[config.mk]
export PLATFORM = sky130hd
export DESIGN_NAME = instr_decode_ctl
export DESIGN_NICKNAME = d
export VERILOG_FILES = /design/src/rtl/instr_decode_ctl.sv
export SDC_FILE = /design/constraint.sdc
export NUM_CORES = 1
export LEC_CHECK = 0
export BUFFER_PORTS_ARGS = -buffer_cell sky130_fd_sc_hd__buf_2
export CORE_MARGIN = 3
export CORE_UTILIZATION = 44
export CTS_CLUSTER_DIAMETER = 50
export CTS_CLUSTER_SIZE = 30
export DETAILED_ROUTE_END_ITERATION = 7
export GPL_TIMING_DRIVEN = 0
export PLACE_DENSITY = 0.77
export SETUP_SLACK_MARGIN = 0.05
export SYNTH_ARGS = -nofsm -noshare
export SYNTH_HDL_FRONTEND = slang
export SYNTH_SLANG_ARGS = --single-unit
[constraint.sdc]
create_clock -name clk -period 1.25 [get_ports clk]
set_clock_uncertainty 0.1 [all_clocks]
set_input_delay 0.25 -clock clk [delete_from_list [all_inputs] [get_ports clk]]
set_output_delay 0.25 -clock clk [all_outputs]
set_load 0.005 [all_outputs]
[src/rtl/instr_decode_ctl.sv]
module instr_decode_ctl #(
  parameter int INSTR_W = 16,
  parameter int PC_W    = 16
) (
  input  logic               clk,
  input  logic               rst,
  input  logic               dec_en,
  input  logic [INSTR_W-1:0] instr_in,
  input  logic [PC_W-1:0]    pc_next_in,
  output logic [INSTR_W-1:0] ir_q,
  output logic [PC_W-1:0]    pc_next_q,
  output logic [5:0]         exec_ctl,
  output logic [1:0]         wb_sel
);
  localparam int OPC_LSB = INSTR_W - 4;
  localparam int IMM_BIT = 5;

  localparam logic [1:0] ALU_ADD = 2'd0, ALU_AND = 2'd1, ALU_INV = 2'd2;
  localparam logic [1:0] OFS_NONE = 2'd0, OFS_9 = 2'd1, OFS_6 = 2'd2, OFS_ZERO = 2'd3;
  localparam logic [1:0] WB_ALU = 2'd0, WB_MEM = 2'd1, WB_ADDR = 2'd2;

  logic [3:0] opc;
  logic       imm_mode;
  logic [1:0] alu_op, ofs_sel, wb_nx;
  logic       base_npc, op2_reg;

  assign opc      = instr_in[INSTR_W-1:OPC_LSB];
  assign imm_mode = instr_in[IMM_BIT];

  always_comb begin
    alu_op   = ALU_ADD;
    ofs_sel  = OFS_NONE;
    base_npc = 1'b0;
    op2_reg  = 1'b0;
    wb_nx    = WB_ALU;
    unique case (opc)
      4'b0001: op2_reg = ~imm_mode;
      4'b0101: begin alu_op = ALU_AND; op2_reg = ~imm_mode; end
      4'b1001: alu_op = ALU_INV;
      4'b0000, 4'b0011, 4'b1011: begin ofs_sel = OFS_9; base_npc = 1'b1; end
      4'b0010, 4'b1010: begin ofs_sel = OFS_9; base_npc = 1'b1; wb_nx = WB_MEM; end
      4'b1110: begin ofs_sel = OFS_9; base_npc = 1'b1; wb_nx = WB_ADDR; end
      4'b0110: begin ofs_sel = OFS_6; wb_nx = WB_MEM; end
      4'b0111: ofs_sel = OFS_6;
      4'b1100: ofs_sel = OFS_ZERO;
      default: ;
    endcase
  end

  always_ff @(posedge clk) begin
    if (rst) begin
      ir_q      <= '0;
      pc_next_q <= '0;
      exec_ctl  <= '0;
      wb_sel    <= '0;
    end else if (dec_en) begin
      ir_q      <= instr_in;
      pc_next_q <= pc_next_in;
      exec_ctl  <= {alu_op, ofs_sel, base_npc, op2_reg};
      wb_sel    <= wb_nx;
    end
  end
endmodule

==> impl_metrics.sql, run 1 <==
INSERT INTO impl_metrics (metric_group, metric, value, unit) VALUES
('run_status', 'outcome', 'completed', ''),
('cts', 'cts_setup_buffers', '0', ''),
('cts', 'cts_inserted_buffers', '5', ''),
('sta', 'slew_at_the_pin_with_the_worst_max_slew_slack', '0.4419', 'ns'),
('synth', 'synth_compound_gate_area_share', '3.964', '%'),
('detailed_routing', 'detailedRoute.firstPassIterationCount', '4', ''),
('global_route', 'grt_pass1_vias', '1158', ''),
('cts', 'cts.sinks', '40', ''),
('cells_and_area', 'syn2layout_area_growth', '34.02', '%'),
('floorplanning', 'placeableCoreArea', '3178', 'sq um'),
('floorplanning', 'rows', '20', ''),
('critical_path', 'buffer_and_inverter_count_on_the_worst_path', '1', ''),
('sta', 'finalSetupViolCount', '0', ''),
('cts', 'worstSkewPairLatency', '0.34', 'ns'),
('sta', 'post-route-min-period', '1.152', 'ns'),
('synth', 'synth_flop_type', 'dfxtp_1', ''),
('cells_and_area', 'final_core_util', '63.90', '%'),
('critical_path', 'critPathCaptureType', 'output pin', ''),
('floorplanning', 'initial_core_util', '47.68', '%'),
('cells_and_area', 'num-nets-final', '260', ''),
('sta', 'rsz0062_at_grt', 'no', ''),
('min_path', 'whs_endpoint', 'ir_q[11]$_SDFFE_PP0P_', ''),
('min_path', 'timing.hold.worst.class', 'input pin to flop', ''),
('sta', 'finalCritPeriodShare', '92.14', '%'),
('global_route', 'globalRouteTotalUtil', '16.28', '%'),
('global_route', 'grt_antenna_before_repair', '0', ''),
('power_and_ir_drop', 'powerDensity', '1193', 'nW/um^2'),
('placement', 'portBuffers', '72', ''),
('cts', 'path_clk_slew', '0.10', 'ns'),
('sta', 'setup_total_negative_slack', '0', 'ns'),
('cells_and_area', 'design_area', '2031', 'sq um'),
('synth', 'number_of_flops_mapped_to_enable_cells_by_yosys', '0', ''),
('placement', 'hpwl_after_dpl', '2460', 'um'),
('global_route', 'largest_net_degree_at_the_start_of_global_routing', '12', ''),
('critical_path', 'worst-r2r-setup-slack', '0.42', 'ns'),
('global_route', 'grt.met2_usage', '23.84', '%'),
('critical_path', 'worstPathRequired', '0.90', 'ns'),
('critical_path', 'timing.rr.start', 'exec_ctl[4]$_SDFFE_PP0P_', ''),
('synth', 'syn-mean-instance-area', '10.45', 'sq um'),
('global_route', 'grt_overflow_total', '0', ''),
('cts', 'root_buffer', 'clkbuf_4', ''),
('critical_path', 'path_class', 'flop to output pin', ''),
('min_path', 'hold_depth', '3', ''),
('critical_path', 'worst-endpoint-arrival', '0.80', 'ns'),
('synth', 'post_synth_fa_ha_maj_area_fraction', '0', '%'),
('power_and_ir_drop', 'leakagePower', '0.001065', 'uW'),
('synth', 'post_synth_instance_area', '1515', 'sq um'),
('synth', 'synth_mux_area_share', '22.46', '%'),
('critical_path', 'worst_r2r_endpoint', 'exec_ctl[4]$_SDFFE_PP0P_', ''),
('sta', 'max_clock_freq', '868.3', 'MHz'),
('critical_path', 'critical_path.max_stage_delay', '0.35', 'ns'),
('synth', 'yosys.area_share.xor_xnor', '0', '%'),
('sta', 'maxSlewHeadroom', '70.54', '%'),
('critical_path', 'crit_path_cells', 'buf_2', ''),
('detailed_routing', 'antenna_left', '0', ''),
('critical_path', 'crit_path_start_kind', 'flop', ''),
('global_route', 'grt_util_met3', '6.239', '%'),
('synth', 'synthDistinctLibCells', '24', ''),
('cts', 'clock_tree_buffer_depth', '2', ''),
('sta', 'finalHoldViolations', '0', ''),
('global_route', 'met1_usage', '20.86', '%'),
('detailed_routing', 'totalWireLength', '3253', 'um'),
('detailed_routing', 'post_route_drc_violation_count', '0', ''),
('global_route', 'busiest_layer_in_global_routing', 'met2', ''),
('critical_path', 'r2r_cells', '3', ''),
('floorplanning', 'dieHeight', '64.68', 'um'),
('min_path', 'holdCritStartpoint', 'instr_in[11]', ''),
('synth', 'synth_fp_nets', '180', ''),
('placement', 'gpl.final_weighted_congestion', '0.6818', ''),
('power_and_ir_drop', 'worst_ir_drop_vdd', '0.0007182', 'V'),
('critical_path', 'critPathMaxFanout', '2', '');
[kinds of logic after synthesis]
logic type,after synthesis
and+or+nand+nor,52
AOI/OAI and AO/OA,9
muxes,34
DFF,40
buffers and inverters,10
[cell usage in the layout, fill, tap and decap left out, drive strengths merged, types with 2 or more instances in the layout]
master / n
a211oi: 2
a21oi: 4
buf: 77
clkbuf: 11
dfxtp: 40
mux2i: 34
nand2b: 2
nor2: 37
nor2b: 5
o21ai: 2
[per-layer routing]
layer,wire length [um],part of all wire (%)
met5,0,0
met4,64,2.0
met3,278,8.5
met2,1497,46
met1,1413,43
[what timing repair did]
action,CTS,global route
endpoints found under the setup margin,0,20
endpoints found under the hold margin,0,4
gates resized for setup,0,20
hold buffers,0,1
[cell type report]
class / instances / area [sq um]
Buffer: 9 / 71.32
Clock buffer: 7 / 65.06
Fill cell: 297 / 1147
Inverter: 1 / 3.754
Multi-Input combinational cell: 95 / 639.4
Sequential cell: 40 / 825.8
Tap cell: 44 / 55.05
Timing Repair Buffer: 73 / 370.4
[synth_stat cells (2+ instances only)]
| master | instances | area (sq um) |
|---|---|---|
| dfxtp_1 | 40 | 800.8 |
| nor2_1 | 37 | 138.9 |
| mux2i_1 | 34 | 340.3 |
| nor2b_1 | 5 | 31.28 |
| a21oi_1 | 4 | 20.02 |
| buf_2 | 3 | 15.01 |
| clkbuf_1 | 3 | 11.26 |
| nand2b_1 | 2 | 12.51 |
| o21ai_0 | 2 | 10.01 |
[state kept, by name, indices dropped and copies added (netlist names)]
signal,count
pc_next_q,16
wb_sel,2
exec_ctl,6
ir_q,16
[metrics by stage]
step	cells	setup slack (ns)
floorplan	145	0.1754
global placement	261	-0.02487
detailed placement	261	-0.01757
CTS	268	0.07819
global route	269	0.05065
finish	269	0.09830
[worst max path at each step]
| stage | startpoint | end | slack [ns] | cells past startpoint |
|---|---|---|---|---|
| 6_report | ir_q[5]$_SDFFE_PP0P_ | ir_q[5] | 0.1 | 1 |
| 3_3_place_gp | instr_in[15] | exec_ctl[2]$_SDFFE_PP0P_ | -0.02 | 4 |
| 3_5_place_dp | instr_in[15] | exec_ctl[2]$_SDFFE_PP0P_ | -0.02 | 4 |
| 2_1_floorplan | dec_en | exec_ctl[5]$_SDFFE_PP0P_ | 0.18 | 4 |
| 4_1_cts | pc_next_q[1]$_SDFFE_PP0P_ | pc_next_q[1] | 0.08 | 1 |
| 5_1_grt | pc_next_q[8]$_SDFFE_PP0P_ | pc_next_q[8] | 0.05 | 1 |
[report_power, final]
group | switching (uW) | total, uW | internal [uW]
Clock | 386 | 705 | 319
Sequential | 30.8 | 1380 | 1350
Combinational | 157 | 336 | 179
Total | 574 | 2420 | 1850
Power figures use the tool's default switching activity.
==> inputs of run 2 (changes only) <==
- BUFFER_PORTS_ARGS: -buffer_cell sky130_fd_sc_hd__buf_2 -> -buffer_cell sky130_fd_sc_hd__buf_4
==> impl_metrics.sql, run 2 (synthesized netlist as in run 1, its figures left out) <==
INSERT INTO impl_metrics (metric_group, metric, value, unit) VALUES
('run_status', 'outcome', 'completed', ''),
('floorplanning', 'dieHeight', '64.68', 'um'),
('sta', 'finalCritPeriodShare', '92.32', '%'),
('critical_path', 'timing.rr.start', 'ir_q[0]$_SDFFE_PP0P_', ''),
('cells_and_area', 'design_area', '2235', 'sq um'),
('sta', 'max_clock_freq', '866.6', 'MHz'),
('cts', 'worstSkewPairLatency', '0.33', 'ns'),
('critical_path', 'worstPathRequired', '0.90', 'ns'),
('cells_and_area', 'final_common_cell', 'buf_4', ''),
('power_and_ir_drop', 'powerDensity', '1116', 'nW/um^2'),
('sta', 'slew_at_the_pin_with_the_worst_max_slew_slack', '0.4247', 'ns'),
('floorplanning', 'pin_count', '75', ''),
('job', 'cap_violations', '0', ''),
('floorplanning', 'die_area', '4184', 'sq um'),
('critical_path', 'path_class', 'flop to output pin', ''),
('placement', 'placed_cells_incl_taps', '261', ''),
('global_route', 'grt_antenna_before_repair', '0', ''),
('critical_path', 'critPathCaptureType', 'output pin', ''),
('placement', 'gpl.final_weighted_congestion', '0.7233', ''),
('cells_and_area', 'antenna_cells_inserted', '0', ''),
('critical_path', 'crit_path_cells', 'buf_4', ''),
('critical_path', 'crit_path_start_kind', 'flop', ''),
('cells_and_area', 'syn2layout_area_growth', '47.48', '%'),
('cts', 'cts.sinks', '40', ''),
('min_path', 'whs_endpoint', 'pc_next_q[12]$_SDFFE_PP0P_', ''),
('critical_path', 'buffer_and_inverter_count_on_the_worst_path', '1', ''),
('min_path', 'holdCritStartpoint', 'pc_next_in[12]', ''),
('cts', 'cts_inserted_buffers', '5', ''),
('power_and_ir_drop', 'leakagePower', '0.001109', 'uW'),
('detailed_routing', 'antenna_left', '0', ''),
('global_route', 'grt_pass1_vias', '1284', ''),
('detailed_routing', 'drt-vias-per-instance', '4.778', ''),
('critical_path', 'crit_cells', '1', ''),
('global_route', 'largest_net_degree_at_the_start_of_global_routing', '12', ''),
('floorplanning', 'floorplan.die.width', '64.68', 'um'),
('placement', 'hpwl_after_dpl', '2696', 'um'),
('global_route', 'globalRouteTotalUtil', '18.37', '%'),
('sta', 'worst_setup_slack_final', '0.09603', 'ns'),
('cts', 'clock_tree_buffer_depth', '2', ''),
('floorplanning', 'rows', '20', ''),
('cts', 'path_clk_slew', '0.10', 'ns'),
('cells_and_area', 'num-nets-final', '261', ''),
('cts', 'root_buffer', 'clkbuf_4', ''),
('placement', 'portBuffers', '72', ''),
('critical_path', 'critPathTopFamily', 'flip-flops', ''),
('detailed_routing', 'drt_first_iter_violations', '23', ''),
('global_route', 'grt_first_pass_wirelength', '5789', 'um'),
('detailed_routing', 'post_route_drc_violation_count', '0', ''),
('cts', 'cts_tree', 'built', ''),
('sta', 'post-route-min-period', '1.154', 'ns'),
('sta', 'finalHoldViolations', '0', ''),
('critical_path', 'critical_path.max_stage_delay', '0.34', 'ns'),
('critical_path', 'worst_r2r_endpoint', 'ir_q[0]$_SDFFE_PP0P_', ''),
('sta', 'finalSetupViolCount', '0', ''),
('critical_path', 'critPathMaxFanout', '2', ''),
('cells_and_area', 'fin_cells', '270', ''),
('cells_and_area', 'layout.filler_cells', '266', ''),
('detailed_routing', 'via_count', '1290', ''),
('cts', 'h-tree-depth', '2', ''),
('cells_and_area', 'layout-drive-gt1-share', '50.44', '%'),
('min_path', 'hold_depth', '3', ''),
('floorplanning', 'initial_core_util', '47.68', '%'),
('critical_path', 'r2r_cells', '3', ''),
('global_route', 'grt_overflow_total', '0', ''),
('critical_path', 'cp_slowest_cell', 'dfxtp_2', ''),
('critical_path', 'worst-r2r-setup-slack', '0.39', 'ns'),
('placement', 'post-place-ws', '-0.009419', 'ns'),
('sta', 'rsz0062_at_grt', 'yes', ''),
('floorplanning', 'placeableCoreArea', '3178', 'sq um'),
('critical_path', 'worst-endpoint-arrival', '0.80', 'ns'),
('placement', 'place_area', '2111', 'sq um'),
('min_path', 'timing.hold.worst.class', 'input pin to flop', ''),
('power_and_ir_drop', 'worst_ir_drop_vdd', '0.0006691', 'V'),
('detailed_routing', 'totalWireLength', '3557', 'um'),
('cells_and_area', 'largestRegisters', 'ir_q x16, pc_next_q x16, exec_ctl x6', ''),
('cells_and_area', 'layout.cells.most_common_list', '71 x buf_4, 37 x nor2_1, 34 x mux2i_1, 27 x dfxtp_2, 13 x dfxtp_1', ''),
('detailed_routing', 'detailedRoute.firstPassIterationCount', '6', ''),
('sta', 'maxSlewHeadroom', '71.68', '%'),
('sta', 'final_slew_violations', '0', ''),
('detailed_routing', 'detail_route.wl_per_cell', '13.17', 'um');
-- run 2: power breakdown --
part / internal [uW] / total (uW) / switching [uW]
logic: 246 / 407 / 161
clock network: 319 / 694 / 375
registers: 1350 / 1390 / 37.5
total: 1920 / 2490 / 574
-- run 2: area by class of cell --
type,count,area (sq um),share of cell area [%]
clock buffers,7,65.06,2.912
plain buffers,9,71.32,3.191
repair buffers,74,565.5,25.31
flip-flops and latches,40,834.6,37.35
well taps,44,55.05,2.464
inverters,1,3.754,0.1680
multi-input cells,95,639.4,28.61
-- run 2: per-stage QoR --
stage               total power (uW)  util [%]   TNS [ns]  hold WS, ns
floorplan                       1585         -          0       0.2891
global placement                1795     66.42  -0.008568       0.3552
detailed placement              1813     66.42  -0.009419       0.3626
CTS                             2508     68.46          0     0.009439
global route                    2634     70.32          0      0.02827
finish                          2493     70.32          0      0.04532
-- run 2: how the worst max path moves through the flow --
stage,from,to
6_report,ir_q[13]$_SDFFE_PP0P_,ir_q[13]
5_1_grt,ir_q[15]$_SDFFE_PP0P_,ir_q[15]
4_1_cts,ir_q[13]$_SDFFE_PP0P_,ir_q[13]
3_5_place_dp,instr_in[15],exec_ctl[2]$_SDFFE_PP0P_
3_3_place_gp,instr_in[15],exec_ctl[2]$_SDFFE_PP0P_
2_1_floorplan,dec_en,exec_ctl[5]$_SDFFE_PP0P_
-- run 2: what timing repair did --
action	4_1_cts	5_1_grt
setup endpoints to repair	0	27
resized for setup	0	29
hold buffers	0	1
buffers inserted	0	1
endpoints found under the hold margin	0	1
-- run 2: layer usage --
metal | global-route usage, % | wire length, um | vias to the layer above
li1 | - | - | 648
met1 | 19.59 | 1391 | 588
met2 | 32.47 | 1858 | 49
met3 | 5.026 | 245 | 5
met4 | 10.29 | 61 | 0
met5 | 0 | 0 | -
==> inputs of run 3 (changes only) <==
- CELL_PAD_IN_SITES_DETAIL_PLACEMENT: unset -> 1
- CELL_PAD_IN_SITES_GLOBAL_PLACEMENT: unset -> 1
- CORE_UTILIZATION: 44 -> 33
- PLACE_DENSITY: 0.77 -> unset
- PLACE_DENSITY_LB_ADDON: unset -> 0.1
==> impl_metrics.sql, run 3 (synthesized netlist as in run 1, its figures left out) <==
INSERT INTO impl_metrics (metric_group, metric, value, unit) VALUES
('floorplanning', 'die_area', '5441', 'sq um'),
('placement', 'hpwl_after_dpl', '3087', 'um'),
('sta', 'hold_ws', '0.09085', 'ns'),
('cells_and_area', 'final_common_cell', 'buf_4', ''),
('sta', 'setup_total_negative_slack', '0', 'ns'),
('critical_path', 'critical_path.max_stage_delay', '0.35', 'ns'),
('cts', 'cts_setup_buffers', '0', ''),
('cts', 'post_cts.resized_instances', '0', ''),
('cts', 'cts_tree', 'built', ''),
('floorplanning', 'placeableCoreArea', '4384', 'sq um'),
('cts', 'cts_inserted_buffers', '5', ''),
('cts', 'path_clk_slew', '0.07', 'ns'),
('power_and_ir_drop', 'clock_share_of_power', '33.0', '%'),
('power_and_ir_drop', 'power.share.sequential', '51.9', '%'),
('detailed_routing', 'via_count', '1297', ''),
('cells_and_area', 'num-nets-final', '259', ''),
('sta', 'finalCritPeriodShare', '88.06', '%'),
('placement', 'gpl.final_weighted_congestion', '0.7521', ''),
('cells_and_area', 'layout-drive-gt1-share', '37.78', '%'),
('sta', 'post-route-min-period', '1.101', 'ns'),
('power_and_ir_drop', 'worst_ir_drop_vdd', '0.0006460', 'V'),
('critical_path', 'critPathCaptureType', 'output pin', ''),
('global_route', 'grt_first_pass_wirelength', '6030', 'um'),
('detailed_routing', 'drt_first_iter_violations', '26', ''),
('critical_path', 'critPathTopFamily', 'flip-flops', ''),
('cells_and_area', 'largestRegisters', 'ir_q x16, pc_next_q x16, exec_ctl x6', ''),
('sta', 'finalSetupViolCount', '0', ''),
('sta', 'slew_at_the_pin_with_the_worst_max_slew_slack', '0.4802', 'ns'),
('job', 'cap_violations', '0', ''),
('floorplanning', 'dieHeight', '73.76', 'um'),
('cts', 'h-tree-depth', '2', ''),
('power_and_ir_drop', 'internal_power', '2034', 'uW'),
('critical_path', 'worst-endpoint-arrival', '0.75', 'ns'),
('global_route', 'largest_net_degree_at_the_start_of_global_routing', '12', ''),
('power_and_ir_drop', 'powerDensity', '1203', 'nW/um^2'),
('cells_and_area', 'syn2layout_area_growth', '45.91', '%'),
('sta', 'max_clock_freq', '908.5', 'MHz'),
('detailed_routing', 'post_route_drc_violation_count', '0', ''),
('power_and_ir_drop', 'power.combinational.fraction', '15.1', '%'),
('sta', 'final_slew_violations', '0', ''),
('cells_and_area', 'antenna_cells_inserted', '0', ''),
('detailed_routing', 'antenna_left', '0', ''),
('cells_and_area', 'layout.cells.most_common_list', '72 x buf_4, 40 x dfxtp_1, 37 x nor2_1, 34 x mux2i_1, 7 x clkbuf_8', ''),
('cts', 'root_buffer', 'clkbuf_8', ''),
('critical_path', 'worstPathRequired', '0.90', 'ns'),
('critical_path', 'crit_path_cells', 'buf_4', ''),
('floorplanning', 'pin_count', '75', ''),
('sta', 'rsz0062_at_grt', 'no', ''),
('cts', 'cts-hold-fix-buffers', '0', ''),
('run_status', 'outcome', 'completed', ''),
('floorplanning', 'rows', '24', ''),
('critical_path', 'critPathMaxFanout', '2', ''),
('cts', 'clock_tree_buffer_depth', '2', ''),
('global_route', 'globalRouteTotalUtil', '14.75', '%'),
('global_route', 'grt_pass1_vias', '1289', ''),
('cells_and_area', 'layout.filler_cells', '512', ''),
('critical_path', 'cp_slowest_cell', 'dfxtp_1', ''),
('floorplanning', 'floorplan.die.width', '73.76', 'um'),
('power_and_ir_drop', 'leakagePower', '0.001096', 'uW'),
('cts', 'worstSkewPairLatency', '0.29', 'ns'),
('floorplanning', 'initial_core_util', '34.56', '%'),
('global_route', 'grt_overflow_total', '0', ''),
('detailed_routing', 'drt-vias-per-instance', '4.682', ''),
('power_and_ir_drop', 'switching_part_of_the_total', '23.52', '%'),
('critical_path', 'buffer_and_inverter_count_on_the_worst_path', '1', ''),
('critical_path', 'crit_path_start_kind', 'flop', ''),
('sta', 'finalHoldViolations', '0', ''),
('power_and_ir_drop', 'total_power', '2659', 'uW'),
('placement', 'portBuffers', '72', ''),
('detailed_routing', 'totalWireLength', '3973', 'um'),
('cts', 'cts.sinks', '40', ''),
('critical_path', 'path_class', 'flop to output pin', ''),
('power_and_ir_drop', 'p_sw', '625.4', 'uW'),
('sta', 'maxSlewHeadroom', '67.99', '%'),
('detailed_routing', 'detail_route.wl_per_cell', '14.34', 'um'),
('detailed_routing', 'detailedRoute.firstPassIterationCount', '3', ''),
('min_path', 'timing.hold.worst.class', 'input pin to flop', ''),
('global_route', 'grt_antenna_before_repair', '0', '');
[run 3: path summary, 6_finish.rpt]
kind / slack [ns] / cells after the start / to / from
min: 0.09 / 2 / exec_ctl[2]$_SDFFE_PP0P_ / rst
max reg2reg: 0.44 / 3 / exec_ctl[0]$_SDFFE_PP0P_ / exec_ctl[0]$_SDFFE_PP0P_
max: 0.15 / 1 / ir_q[12] / ir_q[12]$_SDFFE_PP0P_
min reg2reg: 0.37 / 2 / wb_sel[0]$_SDFFE_PP0P_ / wb_sel[0]$_SDFFE_PP0P_
[run 3: per-layer routing]
layer  up-vias  routed length [um]  share of wire [%]  global-route usage, %
li1        640                   -                  -                      -
met1       608                1564                 39                  16.04
met2        47                2023                 51                  24.51
met3         2                 363                9.1                  6.977
met4         0                  23               0.58                  6.036
met5         -                   0                  0                      0
[run 3: power by group through the flow]
| stage | clock network [uW] | logic, uW | registers (uW) |
|---|---|---|---|
| 3_5_place_dp | 0 | 410 | 1410 |
| 5_1_grt | 978 | 442 | 1390 |
| 6_report | 877 | 401 | 1380 |
| 3_3_place_gp | 0 | 393 | 1410 |
| 2_1_floorplan | 0 | 171 | 1410 |
| 4_1_cts | 913 | 411 | 1380 |
[run 3: area by class of cell]
class                           count  area, sq um  share of cell area (%)
Inverter                            1        3.754                  0.1698
Timing Repair Buffer               72        540.5                   24.45
Buffer                              9        71.32                   3.226
Clock buffer                        8        90.09                   4.075
Tap cell                           52        65.06                   2.943
Sequential cell                    40        800.8                   36.22
Multi-Input combinational cell     95        639.4                   28.92
[run 3: per-stage QoR]
stage          setup slack, ns  util (%)  instances  cell area (sq um)
6_report                0.1493     50.43        277               2211
3_5_place_dp          -0.04653     48.37        269               2121
3_3_place_gp         -0.006243     48.37        269               2121
5_1_grt                0.08795     50.43        277               2211
2_1_floorplan           0.1754         -        145               1515
4_1_cts                 0.1342     50.43        277               2211
